[src/rtl/ovl_sched_pkg.sv]
package ovl_sched_pkg;

    typedef enum logic [1:0] {
        TS_IDLE  = 2'd0,
        TS_LOAD  = 2'd1,
        TS_READY = 2'd2,
        TS_COMP  = 2'd3
    } tile_state_e;

endpackage

[src/rtl/ovl_tile_fsm.sv]
module ovl_tile_fsm
    import ovl_sched_pkg::*;
(
    input  logic        clk,
    input  logic        rst_n,
    input  logic        go_load,
    input  logic        go_comp,
    input  logic        load_done,
    input  logic        comp_done,
    output tile_state_e state_o,
    output logic        token_err_o
);

    typedef struct packed {
        tile_state_e st;
    } tile_regs_t;

    tile_regs_t tile_d, tile_q;
    logic       err_d;

    always_comb begin
        tile_d = tile_q;
        unique case (tile_q.st)
            TS_IDLE:  if (go_load)   tile_d.st = TS_LOAD;
            TS_LOAD:  if (load_done) tile_d.st = TS_READY;
            TS_READY: if (go_comp)   tile_d.st = TS_COMP;
            TS_COMP:  if (comp_done) tile_d.st = TS_IDLE;
            default:                 tile_d.st = TS_IDLE;
        endcase
        // A token is legal only in the state that is waiting for it
        err_d = (load_done && (tile_q.st != TS_LOAD)) ||
                (comp_done && (tile_q.st != TS_COMP));
    end

    always_ff @(posedge clk or negedge rst_n) begin
        if (!rst_n) tile_q <= '{st: TS_IDLE};
        else        tile_q <= tile_d;
    end

    assign state_o     = tile_q.st;
    assign token_err_o = err_d;

endmodule

[src/rtl/ovl_stall_counter.sv]
module ovl_stall_counter #(
    parameter int STALL_W = 16
) (
    input  logic               clk,
    input  logic               rst_n,
    input  logic               clr,
    input  logic               inc,
    output logic [STALL_W-1:0] count_o
);

    localparam logic [STALL_W-1:0] CNT_MAX = '1;

    typedef struct packed {
        logic [STALL_W-1:0] cnt;
    } stall_regs_t;

    stall_regs_t st_d, st_q;

    always_comb begin
        st_d = st_q;
        if (clr)                            st_d.cnt = '0;
        else if (inc && st_q.cnt != CNT_MAX) st_d.cnt = st_q.cnt + 1'b1;
    end

    always_ff @(posedge clk or negedge rst_n) begin
        if (!rst_n) st_q <= '0;
        else        st_q <= st_d;
    end

    assign count_o = st_q.cnt;

endmodule

[src/rtl/ovl_layer_sequencer.sv]
module ovl_layer_sequencer #(
    parameter int NUM_TILES = 4,
    parameter int LAYER_W   = 8
) (
    input  logic                 clk,
    input  logic                 rst_n,
    input  logic                 run_start,
    input  logic [LAYER_W-1:0]   num_layers,
    input  logic [NUM_TILES-1:0] comp_done,
    input  logic [NUM_TILES-1:0] tile_idle,
    input  logic [NUM_TILES-1:0] tile_load,
    input  logic [NUM_TILES-1:0] tile_ready,
    input  logic [NUM_TILES-1:0] tile_comp,
    input  logic [NUM_TILES-1:0] tile_err,
    output logic [NUM_TILES-1:0] go_load,
    output logic [NUM_TILES-1:0] go_comp,
    output logic                 stall_inc,
    output logic                 stall_clr,
    output logic                 run_done,
    output logic                 proto_err
);

    localparam int TILE_W = (NUM_TILES > 1) ? $clog2(NUM_TILES) : 1;
    localparam logic [TILE_W-1:0] LAST_TILE = TILE_W'(NUM_TILES - 1);

    typedef struct packed {
        logic               running;
        logic [LAYER_W-1:0] n_layers;
        logic [LAYER_W-1:0] ld_idx;
        logic [TILE_W-1:0]  ld_tile;
        logic [LAYER_W-1:0] cp_idx;
        logic [TILE_W-1:0]  cp_tile;
        logic               done;
        logic               err;
    } seq_regs_t;

    seq_regs_t seq_d, seq_q;

    function automatic logic [TILE_W-1:0] step_tile(input logic [TILE_W-1:0] t);
        return (t == LAST_TILE) ? '0 : t + 1'b1;
    endfunction

    logic any_comp;
    logic last_finish;

    always_comb begin
        seq_d       = seq_q;
        go_load     = '0;
        go_comp     = '0;
        stall_inc   = 1'b0;
        stall_clr   = 1'b0;
        any_comp    = |tile_comp;
        last_finish = 1'b0;

        if (|tile_err) seq_d.err = 1'b1;

        if (!seq_q.running) begin
            if (run_start) begin
                seq_d.running  = (num_layers != '0);
                seq_d.done     = (num_layers == '0);
                seq_d.n_layers = num_layers;
                seq_d.ld_idx   = '0;
                seq_d.ld_tile  = '0;
                seq_d.cp_idx   = '0;
                seq_d.cp_tile  = '0;
                stall_clr      = 1'b1;
            end
        end else begin
            // Compute stream: one layer at a time, in order, once loaded
            if (!any_comp && (seq_q.cp_idx < seq_q.n_layers) &&
                tile_ready[seq_q.cp_tile]) begin
                go_comp[seq_q.cp_tile] = 1'b1;
                seq_d.cp_idx  = seq_q.cp_idx + 1'b1;
                seq_d.cp_tile = step_tile(seq_q.cp_tile);
            end else if (!any_comp && (seq_q.cp_idx != '0) &&
                         (seq_q.cp_idx < seq_q.n_layers) &&
                         tile_load[seq_q.cp_tile]) begin
                stall_inc = 1'b1;
            end

            // Load stream: at most one layer ahead of the compute stream
            if ((seq_q.ld_idx < seq_q.n_layers) &&
                (seq_q.ld_idx == seq_d.cp_idx) &&
                tile_idle[seq_q.ld_tile]) begin
                go_load[seq_q.ld_tile] = 1'b1;
                seq_d.ld_idx  = seq_q.ld_idx + 1'b1;
                seq_d.ld_tile = step_tile(seq_q.ld_tile);
            end

            last_finish = (seq_q.cp_idx == seq_q.n_layers) &&
                          (|(comp_done & tile_comp));
            if (last_finish) begin
                seq_d.running = 1'b0;
                seq_d.done    = 1'b1;
            end
        end
    end

    always_ff @(posedge clk or negedge rst_n) begin
        if (!rst_n) seq_q <= '0;
        else        seq_q <= seq_d;
    end

    assign run_done  = seq_q.done;
    assign proto_err = seq_q.err;

endmodule

[src/rtl/overlap_layer_sched.sv]
module overlap_layer_sched
    import ovl_sched_pkg::*;
#(
    parameter int NUM_TILES = 4,
    parameter int LAYER_W   = 8,
    parameter int STALL_W   = 16
) (
    input  logic                 clk,
    input  logic                 rst_n,
    input  logic                 run_start,
    input  logic [LAYER_W-1:0]   num_layers,
    input  logic [NUM_TILES-1:0] reprog_done,
    input  logic [NUM_TILES-1:0] comp_done,
    output logic [NUM_TILES-1:0] reprog_start,
    output logic [NUM_TILES-1:0] comp_start,
    output logic [STALL_W-1:0]   stall_count,
    output logic                 run_done,
    output logic                 proto_err
);

    logic [NUM_TILES-1:0] tile_idle, tile_load, tile_ready, tile_comp, tile_err;
    logic [NUM_TILES-1:0] go_load, go_comp;
    logic                 stall_inc, stall_clr;

    generate
        for (genvar g = 0; g < NUM_TILES; g++) begin : g_tile
            tile_state_e st;
            ovl_tile_fsm u_tile (
                .clk         (clk),
                .rst_n       (rst_n),
                .go_load     (go_load[g]),
                .go_comp     (go_comp[g]),
                .load_done   (reprog_done[g]),
                .comp_done   (comp_done[g]),
                .state_o     (st),
                .token_err_o (tile_err[g])
            );
            assign tile_idle[g]  = (st == TS_IDLE);
            assign tile_load[g]  = (st == TS_LOAD);
            assign tile_ready[g] = (st == TS_READY);
            assign tile_comp[g]  = (st == TS_COMP);
        end
    endgenerate

    ovl_layer_sequencer #(
        .NUM_TILES (NUM_TILES),
        .LAYER_W   (LAYER_W)
    ) u_seq (
        .clk        (clk),
        .rst_n      (rst_n),
        .run_start  (run_start),
        .num_layers (num_layers),
        .comp_done  (comp_done),
        .tile_idle  (tile_idle),
        .tile_load  (tile_load),
        .tile_ready (tile_ready),
        .tile_comp  (tile_comp),
        .tile_err   (tile_err),
        .go_load    (go_load),
        .go_comp    (go_comp),
        .stall_inc  (stall_inc),
        .stall_clr  (stall_clr),
        .run_done   (run_done),
        .proto_err  (proto_err)
    );

    ovl_stall_counter #(
        .STALL_W (STALL_W)
    ) u_stall (
        .clk     (clk),
        .rst_n   (rst_n),
        .clr     (stall_clr),
        .inc     (stall_inc),
        .count_o (stall_count)
    );

    assign reprog_start = go_load;
    assign comp_start   = go_comp;

endmodule

[config.mk]
export PLATFORM = sky130hd
export DESIGN_NAME = overlap_layer_sched
export DESIGN_NICKNAME = d
export VERILOG_FILES = /design/src/rtl/ovl_sched_pkg.sv /design/src/rtl/ovl_tile_fsm.sv /design/src/rtl/ovl_stall_counter.sv /design/src/rtl/ovl_layer_sequencer.sv /design/src/rtl/overlap_layer_sched.sv
export SDC_FILE = /design/constraint.sdc
export NUM_CORES = 1
export LEC_CHECK = 0
export ABC_CLOCK_PERIOD_IN_PS = 6900
export BUFFER_PORTS_ARGS = -buffer_cell sky130_fd_sc_hd__clkbuf_2
export CELL_PAD_IN_SITES_DETAIL_PLACEMENT = 2
export CELL_PAD_IN_SITES_GLOBAL_PLACEMENT = 2
export CORE_ASPECT_RATIO = 1.2
export CORE_MARGIN = 1.5
export CORE_UTILIZATION = 30
export DETAILED_ROUTE_END_ITERATION = 8
export GPL_TIMING_DRIVEN = 0
export PLACE_DENSITY_LB_ADDON = 0.08
export SETUP_SLACK_MARGIN = 0.02
export SYNTH_ARGS = -nofsm -noshare
export SYNTH_HDL_FRONTEND = slang
export SYNTH_SLANG_ARGS = --single-unit
[constraint.sdc]
create_clock -name clk -period 6.9 [get_ports clk]
set_input_delay 1.38 -clock clk [delete_from_list [all_inputs] [get_ports clk]]
set_output_delay 1.38 -clock clk [all_outputs]
set_load 0.005 [all_outputs]
Yosys cells after proc, flatten, opt, wreduce, memory -nomap -nowiden
Index checks and enable logic that the tools add are counted.
{ "classes": {"n_mul": 0, "addsub": 5, "shift": 0, "n_bitwise": 2, "n_lt_le_gt_ge": 6, "reduce_logical": 44, "div_mod_pow": 0, "mux": 51, "n_eq_ne": 44} }
{ "ops": {"columns": ["op", "count"], "rows": [
  ["2-bit inequality test (second input constant)", 23],
  ["2-bit two-way mux", 18],
  ["16-bit two-way mux", 2],
  ["2-bit case mux with 4 select lines", 4],
  ["10-bit two-way mux", 3],
  ["30-bit two-way mux", 1],
  ["21-bit two-way mux", 1],
  ["2-bit equality test (second input constant)", 10],
  ["1-bit logical AND", 19],
  ["16-bit by 1-bit adder with 16-bit output (second input constant)", 1],
  ["8-bit by 1-bit adder with 8-bit output (second input constant)", 2],
  ["8-bit equality test", 2],
  ["8-bit < comparator", 2],
  ["4-bit two-way mux", 4],
  ["16-bit inequality test (second input constant)", 1],
  ["4-bit AND reduction", 4],
  ["8-bit nonzero test", 2],
  ["1-bit two-way mux", 13],
  ["4-bit OR reduction", 3],
  ["2-bit by 1-bit equality test with 1-bit output (second input constant)", 4],
  ["2-bit logical NOT", 4],
  ["8-bit logical NOT", 1],
  ["2-bit by 1-bit inequality test with 1-bit output (second input constant)", 4],
  ["2-bit AND reduction", 4],
  ["other kinds (10)", 20]
]} }
{ "totals": {"mem_count": 0, "ram_bits": 0, "latch_bits": 0, "rom_bits": 0, "in_bits": 19, "output_inout_bits": 26, "reg_bits": 55, "word_cells": 165} }

Logic depth before layout (Yosys ltp)
Gate-level depths: netlist of the first run.
{ "logic_depth": {"depth_word": 14, "ltp_mapped": 12, "mapped_depth_nobuf": 11} }

By module
From an unflattened synthesis of the first run, not the netlist that was laid out.
{ "hier_totals": {"hier_cells": 473, "hier_area_um2": 4399.2} }
{ "by_module_without_submodules": {"columns": ["module", "instances", "cells_per_inst", "seq_area_each_um2", "area_each_um2"], "rows": [
  ["ovl_layer_sequencer", 1, 283, 775.7, 2476.1],
  ["ovl_stall_counter", 1, 98, 400.4, 942.2],
  ["ovl_tile_fsm", 4, 19, 50.0, 216.5],
  ["overlap_layer_sched", 1, 16, 0.0, 115.1]
]} }

Worst setup path before layout of the first run
OpenSTA, ideal clock, no wires.
{ "synth_path": {"kind": "reg-to-output", "startpoint": "reg u_seq.seq_q[5] (netlist bit)", "endpoint": "out reprog_start[3]", "path_buffers": 1, "arrival_time_ns": 2.524, "t_required_ns": 5.520, "path_stages_with_launch": 11, "path_slack_ns": 2.996, "path_cell_list": "dfrtp_1 ha_1 nor2b_1 o211ai_1 a21oi_2 nor4b_1 o32ai_1 nor4b_4 nand4_1 inv_1 buf_4"} }
{ "synth_between": {"elab_chain_cells": 10, "word_cells_on_any_way": 11, "classes_between": "add/sub: 1; order compare: 1; eq/ne: 1; mux: 4; reduce/logical: 4"} }
{ "synth_lines": {"columns": ["element", "line_no", "source"], "rows": [
  ["start: declaration", "ovl_layer_sequencer.sv:37", "seq_regs_t seq_d, seq_q;"],
  ["start signal: assignment", "ovl_layer_sequencer.sv:101", "else seq_q <= seq_d;"],
  ["8-bit < comparator", "ovl_layer_sequencer.sv:70", "if (!any_comp && (seq_q.cp_idx < seq_q.n_layers) &&"],
  ["1-bit logical AND (2 in series)", "ovl_layer_sequencer.sv:70", null],
  ["10-bit two-way mux *", "ovl_layer_sequencer.sv:70", null],
  ["10-bit two-way mux *", "ovl_layer_sequencer.sv:57", "if (!seq_q.running) begin"],
  ["8-bit equality test *", "ovl_layer_sequencer.sv:83", "(seq_q.ld_idx == seq_d.cp_idx) &&"],
  ["1-bit logical AND *", "ovl_layer_sequencer.sv:82", "if ((seq_q.ld_idx < seq_q.n_layers) &&"],
  ["1-bit logical AND *", "ovl_layer_sequencer.sv:83", null],
  ["4-bit two-way mux *", "ovl_layer_sequencer.sv:82", null],
  ["4-bit two-way mux *", "ovl_layer_sequencer.sv:57", null],
  ["end: declaration", "overlap_layer_sched.sv:14", "output logic [NUM_TILES-1:0] reprog_start,"]
]} }
Mark *: on every way between the ends. The rest lies on a longest branch, timed or not. The select of a mux whose other input is x is not followed.

Worst setup path in the final report of the first run
{ "layout_path": {"startpoint": "reg g_tile[1].u_tile.tile_q, in the netlist g_tile[1].u_tile.state_o[0]", "endpoint": "out reprog_start[1]"} }
{ "layout_between": {"elab_chain_cells": 12, "word_cells_on_any_way": 18, "classes_between": "eq/ne: 3; mux: 8; reduce/logical: 7"} }
{ "layout_lines": {"columns": ["element", "line_no", "source"], "rows": [
  ["start: declaration", "ovl_tile_fsm.sv:18", "tile_regs_t tile_d, tile_q;"],
  ["start signal: assignment", "ovl_tile_fsm.sv:36", "if (!rst_n) tile_q <= '{st: TS_IDLE};"],
  ["start signal: assignment", "ovl_tile_fsm.sv:37", "else tile_q <= tile_d;"],
  ["2-bit equality test", "overlap_layer_sched.sv:41", "assign tile_comp[g] = (st == TS_COMP);"],
  ["4-bit OR reduction", "ovl_layer_sequencer.sv:52", "any_comp = |tile_comp;"],
  ["1-bit logical NOT", "ovl_layer_sequencer.sv:70", null],
  ["1-bit logical AND (2 in series)", "ovl_layer_sequencer.sv:70", null],
  ["10-bit two-way mux", "ovl_layer_sequencer.sv:70", null],
  ["10-bit two-way mux", "ovl_layer_sequencer.sv:57", null],
  ["8-bit equality test", "ovl_layer_sequencer.sv:83", null],
  ["1-bit logical AND", "ovl_layer_sequencer.sv:82", null],
  ["1-bit logical AND *", "ovl_layer_sequencer.sv:83", null],
  ["4-bit two-way mux *", "ovl_layer_sequencer.sv:82", null],
  ["4-bit two-way mux *", "ovl_layer_sequencer.sv:57", null]
]} }
Marks and branches as above.

==> results of run 1 <==
worst max-delay path by stage:
stage | from | end | slack [ns] | cells past startpoint
2_1_floorplan | u_seq.seq_q[5] | reprog_start[3] | 3.00 | 10
3_3_place_gp | g_tile[1].u_tile.state_o[0] | reprog_start[0] | 1.85 | 11
3_5_place_dp | g_tile[1].u_tile.state_o[0] | reprog_start[0] | 1.84 | 11
4_1_cts | g_tile[1].u_tile.state_o[0] | reprog_start[1] | 1.46 | 11
5_1_grt | g_tile[1].u_tile.state_o[0] | reprog_start[0] | 1.26 | 11
6_report | g_tile[1].u_tile.state_o[0] | reprog_start[1] | 1.50 | 11
state kept, by name, summed over array words and instances (netlist names):
name and flops:
u_seq.seq_q 29, u_seq.run_done 1, g_tile.u_tile.state_o 8, u_seq.proto_err 1
u_stall.count_o 16
logic make-up (layout without fill, tap and decap cells):
kind of cell	Yosys count	count (layout)	synth area share, %
AO/OA/AOI/OAI	83	83	15.01
XOR/XNOR	18	18	4.329
adder cells (fa/ha/maj)	43	43	13.59
buffers and inverters	73	124	7.993
flip-flops	55	55	34.76
multiplexers	17	17	5.498
AND/OR/NAND/NOR	137	137	18.83
area by class of cell:
| type | instances | share of cell area [%] |
|---|---|---|
| plain buffers | 21 | 2.667 |
| clock buffers | 5 | 2.750 |
| clock inverters | 2 | 0.8249 |
| inverters | 52 | 4.289 |
| multi-input cells | 298 | 49.82 |
| flip-flops and latches | 55 | 30.24 |
| well taps | 164 | 4.509 |
| repair buffers | 44 | 4.894 |
metrics by stage:
stage	area, um^2	total power [mW]	utilization (%)	std cells	worst slack, ns
after CTS	4551	1.937	35.60	641	1.461
final	4551	1.895	35.60	641	1.503
after global placement	4385	1.560	34.31	634	1.854
after detailed placement	4388	1.619	34.33	634	1.841
after global routing	4551	2.081	35.60	641	1.255
after floorplan	3960	1.269	-	426	2.996
critical path, cell delays in order (launching register included):
cell and delay (ns):
dfrtp_1 0.42, ha_1 0.25, nor4_1 0.78, o211a_1 0.36, nand2_4 0.13, nor4_1 0.49, o32ai_1 0.27, nor4b_4 0.44
nand4_1 0.27, inv_1 0.11, buf_4 0.10, clkbuf_2 0.10
report_power, final:
part | switching [mW] | internal (mW)
combinational | 0.608 | 0.431
sequential | 0.127 | 0.432
clock | 0.127 | 0.170
cell usage in the layout (no fill, tap or decap), types with 3 or more instances in the layout:
| cell | Yosys | layout |
|---|---|---|
| clkbuf_1 | 8 | 8 |
| nand2_1 | 38 | 38 |
| and3_1 | 5 | 5 |
| clkbuf_2 | 0 | 43 |
| buf_4 | 11 | 11 |
| clkbuf_16 | 0 | 5 |
| nand3_1 | 20 | 20 |
| or3_1 | 9 | 9 |
| o32a_1 | 3 | 3 |
| a22o_1 | 3 | 3 |
| o21ai_0 | 21 | 21 |
| nor2_1 | 20 | 20 |
| nor4_1 | 7 | 7 |
| o22ai_1 | 8 | 8 |
| nand4_1 | 10 | 10 |
| nor3_1 | 4 | 4 |
| nor3b_1 | 3 | 3 |
| inv_1 | 51 | 51 |
| mux2_2 | 4 | 4 |
| a21oi_1 | 14 | 14 |
| a221oi_1 | 3 | 3 |
| a221oi_2 | 4 | 4 |
| nor2b_1 | 3 | 3 |
| nand2b_1 | 3 | 3 |
| mux2i_1 | 9 | 9 |
| o211ai_1 | 3 | 3 |
| dfrtp_1 | 55 | 55 |
| xor2_1 | 3 | 3 |
| o31ai_1 | 4 | 4 |
| xnor2_1 | 14 | 14 |
| a21o_1 | 6 | 6 |
| ha_1 | 43 | 43 |
routing by layer:
metal	global-route usage [%]	share of wire [%]	vias to the layer above
met4	5.728	2.1	0
met2	35.07	51	39
met5	0	0	-
li1	-	-	1603
met1	22.89	44	1706
met3	2.989	2.7	13
==> impl_results.md, run 1 <==
- Outcome: completed
- WHS Path Cells: 2
- Average wire per standard cell: 19.14 um
- Critical path class: reg -> out
- Chip width: 107.9 um
- Top_reg_cell synth: dfrtp_1
- CTS clk-pin slew, worst paths: 0.08 ns
- Sinks on Clock Net: 55
- Required time worst endpoint: 5.52 ns
- Most common library cells after synthesis: 55 x dfrtp_1, 51 x inv_1, 43 x ha_1, 38 x nand2_1, 21 x o21ai_0
- Worst r2r src: g_tile[1].u_tile.state_o[0]
- R2r setup slk: 2.65 ns
- Number of synthesized register bits: 55
- Initial antenna violation count: 0
- CTS buffer count: 5
- Worst reg2reg endpoint: g_tile[0].u_tile.state_o[1]
- Slew HR: 41.12%
- Diodes inserted: 0
- Final hold vios: 0
- Drt pass-1 iters: 4
- H-tree depth reported by CTS: 2
- Initial Utilization: 30.98%
- Gr usage total: 19.13%
- Largest net degree at the start of global routing: 56
- Drt first-iter violations: 98
- Die height: 128.9 um
- Crit path DAT: 4.02 ns
- Vias in the first global route: 3,783
- Maximum buffer depth of the clock tree: 2
- Nets: 539
- Final period utilization: 78.22%
- First-pass GRT wire length: 20.44 mm
- Net Count, Synth: 488
- Avg Cell Area, Syn: 9.296 um^2
- LEAKAGE: 2.149 nW
- Leading area contributor after synthesis: dfrtp_1
- Clock latency on the worst-skew pair: 0.30 ns
- Worst Clk Skew: 0.006145 ns
- Top-area cell type share of the netlist area: 34.76%
- Multi-input gate area: 0.002267 mm^2
- Startpoint types: flop
- EDFF count, synth: 0
- Layout cells sized above 1: 17.82%
- Minimum clock period: 5.397 ns
- Post-DP HPWL: 9.529 mm
- CTS tree: yes
- Hold Path Origin: u_seq.proto_err
- Worst slew pin tran: 0.8752 ns
- Storage cell area: 0.001376 mm^2
- GPL Wtd Cong: 0.8110
- Area growth syn-to-layout: 14.91%
- Top cells by area, synth: dfrtp_1 35%, ha_1 14%, inv_1 4.8%
- Root cell of the clock tree: clkbuf_16
- Most numerous cell in the Yosys netlist: dfrtp_1
- Die footprint: 0.01390 mm^2
- Final setup TNS: 0 ns
- RSZ-0062 raised after global routing: no
- VDD IR max: 0.1636 mV
- Fillers: 1,417
- Core box area: 0.01278 mm^2
- Pwr dens: 416.3 mW/mm^2
- Unique cell type count in the Yosys netlist: 61
- Via count: 3,361
- Number of warning messages in the yosys log: 0
- Crit Path Max Fanout: 9
- Routed Antenna Nets: 0
- Post-Synthesis Cells: 426
- Port bufs: 44
- Std cell rows: 45
- Routed WL: 12.27 mm
- Io pins: 45
- Max-slew violations: 0
- Crit end category: output port
- Setup violation total in the final timing report: 0
- Max cap viols: 0
- Setup Buffers After CTS: 0
- Drt via density: 5.243
- Post-synthesis async set-or-reset flop share: 100.0%
- DRC viols: 0
- Hold slack: 0.4890 ns
- Hold endpoint: u_seq.proto_err
- CTS resizes: 0
- Register area share after synthesis: 34.76%
- Hold Path Class: reg -> reg
- F_max: 185.3 MHz
- Hold-fix buffers at CTS: 0
- Post-Syn Area: 0.003960 mm^2
- Total gr overflow: 0
- FF-to-FF path depth: 10
(Power assumes the default switching activity.)
==> run 2: changes to the inputs <==
--- a/config.mk
+++ b/config.mk
@@ -5,7 +5,7 @@
 export SDC_FILE = /design/constraint.sdc
 export NUM_CORES = 1
 export LEC_CHECK = 0
-export ABC_CLOCK_PERIOD_IN_PS = 6900
+export ABC_CLOCK_PERIOD_IN_PS = 4700
 export BUFFER_PORTS_ARGS = -buffer_cell sky130_fd_sc_hd__clkbuf_2
 export CELL_PAD_IN_SITES_DETAIL_PLACEMENT = 2
 export CELL_PAD_IN_SITES_GLOBAL_PLACEMENT = 2
==> constraint.sdc (replaced) <==
create_clock -name clk -period 4.7 [get_ports clk]
set_input_delay 0.94 -clock clk [delete_from_list [all_inputs] [get_ports clk]]
set_output_delay 0.94 -clock clk [all_outputs]
set_load 0.005 [all_outputs]
==> impl_results.md, run 2 (same netlist as run 1, synthesis figures left out) <==
- DRC viols: 0 (unchanged)
- R2r setup slk: 0.99 ns (-1.66 ns)
- Largest net degree at the start of global routing: 56 (unchanged)
- GPL Wtd Cong: 0.8110 (unchanged)
- Area growth syn-to-layout: 15.86%
- Crit Path Max Fanout: 9 (unchanged)
- First-pass GRT wire length: 20.49 mm (+0.27%)
- CTS buffer count: 5 (unchanged)
- Final period utilization: 93.99%
- Crit path DAT: 3.48 ns (-0.54 ns)
- Minimum clock period: 4.418 ns
- Drt first-iter violations: 86 (-12%)
- Setup Buffers After CTS: 0 (unchanged)
- Initial antenna violation count: 0 (unchanged)
- Post-DP Area: 0.004388 mm^2 (unchanged)
- Hold endpoint: u_seq.proto_err
- Design area: 0.004588 mm^2 (+0.82%)
- RSZ-0062 raised after global routing: no
- Max-slew violations: 0 (unchanged)
- Maximum buffer depth of the clock tree: 2 (unchanged)
- Final setup TNS: 0 ns (unchanged)
- Average wire per standard cell: 19.16 um (about the same)
- Critical path, cell by cell: ha_1, nor4_4, o211a_1, nand2_4, nor4_1, xnor3_1, o2111a_1, nand4_1, inv_1, buf_4, clkbuf_2
- Slew HR: 44.06% (+2.9 points)
- F_max: 226.4 MHz
- Pwr dens: 613.8 mW/mm^2 (+47%)
- Clock latency on the worst-skew pair: 0.30 ns (about the same)
- Die height: 128.9 um (unchanged)
- Routed Antenna Nets: 0 (unchanged)
- Std cell rows: 45 (unchanged)
- Slowest CP cell: nor4_1
- Outcome: completed
- Nets: 539 (unchanged)
- Hold-fix buffers at CTS: 0 (unchanged)
- CTS clk-pin slew, worst paths: 0.08 ns (about the same)
- Initial Utilization: 30.98% (unchanged)
- Max cap viols: 0 (unchanged)
- Max reg flops: 29 (unchanged)
- Worst reg2reg endpoint: g_tile[0].u_tile.state_o[1]
- Port bufs: 44 (unchanged)
- Power Total: 2.816 mW (+49%)
- Drt via density: 5.278 (+0.65%)
- Worst Clk Skew: 0.006351 ns (+0.0002065 ns)
- Worst slew pin tran: 0.8391 ns (-0.03612 ns)
- Via count: 3,383 (+0.65%)
- Worst setup margin: 0.2824 ns (-1.221 ns)
- CTS tree: yes
- Vias in the first global route: 3,797 (+0.37%)
- VDD IR max: 0.2398 mV (+47%)
- Post-DP HPWL: 9.529 mm (unchanged)
- Chip width: 107.9 um (unchanged)
- Startpoint types: flop
- Sinks on Clock Net: 55 (unchanged)
- WHS Path Cells: 2 (unchanged)
- Die footprint: 0.01390 mm^2 (unchanged)
- Most common cell after layout, fill and taps aside: dfrtp_1
- Critical path class: reg -> out
- DP Worst Slack: 0.08062 ns (-1.760 ns)
- Gr usage total: 19.16% (+0.032 points)
- Hold Path Origin: u_seq.proto_err
- LEAKAGE: 2.154 nW (+0.21%)
- Io pins: 45 (unchanged)
- Drt pass-1 iters: 4 (unchanged)
- Routed WL: 12.28 mm (about the same)
- Setup violation total in the final timing report: 0 (unchanged)
- Max incr delay on CP: 0.53 ns (-0.25 ns)
- Final hold vios: 0 (unchanged)
- FF-to-FF path depth: 10 (unchanged)
- Total gr overflow: 0 (unchanged)
- Layout cells sized above 1: 18.66% (+0.84 points)
- Crit end category: output port
- Diodes inserted: 0 (unchanged)
- Hold slack: 0.4901 ns (+0.001114 ns)
- Worst r2r src: g_tile[1].u_tile.state_o[0]
- Top reg by flops: u_seq.seq_q
- Root cell of the clock tree: clkbuf_16
- Most frequent cells in the layout: 55 x dfrtp_1, 51 x inv_1, 43 x ha_1, 43 x clkbuf_2, 38 x nand2_1
- H-tree depth reported by CTS: 2 (unchanged)
- Hold Path Class: reg -> reg
- Required time worst endpoint: 3.76 ns (-1.76 ns)
- Core box area: 0.01278 mm^2 (unchanged)
## run 2: cell types whose count changed in the layout (fill, tap and decap cells not counted)
cell | before | now
nor4b_1 | 1 | 0
nor4_4 | 1 | 2
nor4_2 | 0 | 1
a21oi_2 | 1 | 0
nor4_1 | 7 | 5
nor4b_2 | 0 | 1
a21oi_4 | 0 | 1
nor2_1 | 20 | 19
nor2_2 | 1 | 2
## run 2: area by class of cell
cell class	instances	area, um^2
fill	1413	8193
multi-input combinational	298	2305
sequential	55	1376
timing repair buffer	44	222.7
tap	164	205.2
inverter	52	195.2
clock buffer	5	125.1
buffer	21	121.4
clock inverter	2	37.54
## run 2: per-stage QoR
stage / cells / utilization [%]
2_1_floorplan: 426 / -
3_3_place_gp: 634 / 34.31
3_5_place_dp: 634 / 34.33
4_1_cts: 641 / 35.75
5_1_grt: 641 / 35.90
6_report: 641 / 35.90
## run 2: power breakdown
| group | switching [mW] | internal (mW) | leakage, nW | total (mW) |
|---|---|---|---|---|
| combinational | 0.911 | 0.647 | 1.36 | 1.56 |
| sequential | 0.187 | 0.634 | 0.714 | 0.821 |
| clock | 0.188 | 0.249 | 0.0759 | 0.437 |
## run 2: routing by layer
metal  wire length, um  global-route usage (%)  up-vias
li1                  -                       -     1609
met1              5354                   22.89     1714
met2              6296                   35.14       45
met3               353                   2.938       15
met4               275                   5.882        0
met5                 0                       0        -
## run 2: critical path: cells and delay by family (launching register included)
family / cells / cell delay [ns]
simple gates: 4 / 1.32
buf+inv: 3 / 0.30
xor+xnor: 1 / 0.24
flops: 1 / 0.42
fa+ha+maj: 1 / 0.27
compound gates: 2 / 0.62
## run 2: worst max path at each step
stage / start / endpoint / slack (ns) / cells after the start
2_1_floorplan: u_seq.seq_q[5] / reprog_start[3] / 1.24 / 10
3_3_place_gp: g_tile[1].u_tile.state_o[0] / reprog_start[0] / 0.09 / 11
3_5_place_dp: g_tile[1].u_tile.state_o[0] / reprog_start[0] / 0.08 / 11
4_1_cts: u_seq.seq_q[4] / reprog_start[1] / 0.05 / 12
5_1_grt: g_tile[1].u_tile.state_o[0] / reprog_start[0] / 0.03 / 11
6_report: g_tile[1].u_tile.state_o[0] / reprog_start[0] / 0.28 / 11
## run 2: what timing repair did
| action | CTS | global route |
|---|---|---|
| pin swaps | 0 | 0 |
| gates resized for setup | 3 | 3 |
| endpoints found under the hold margin | 0 | 0 |
| setup endpoints to repair | 4 | 4 |
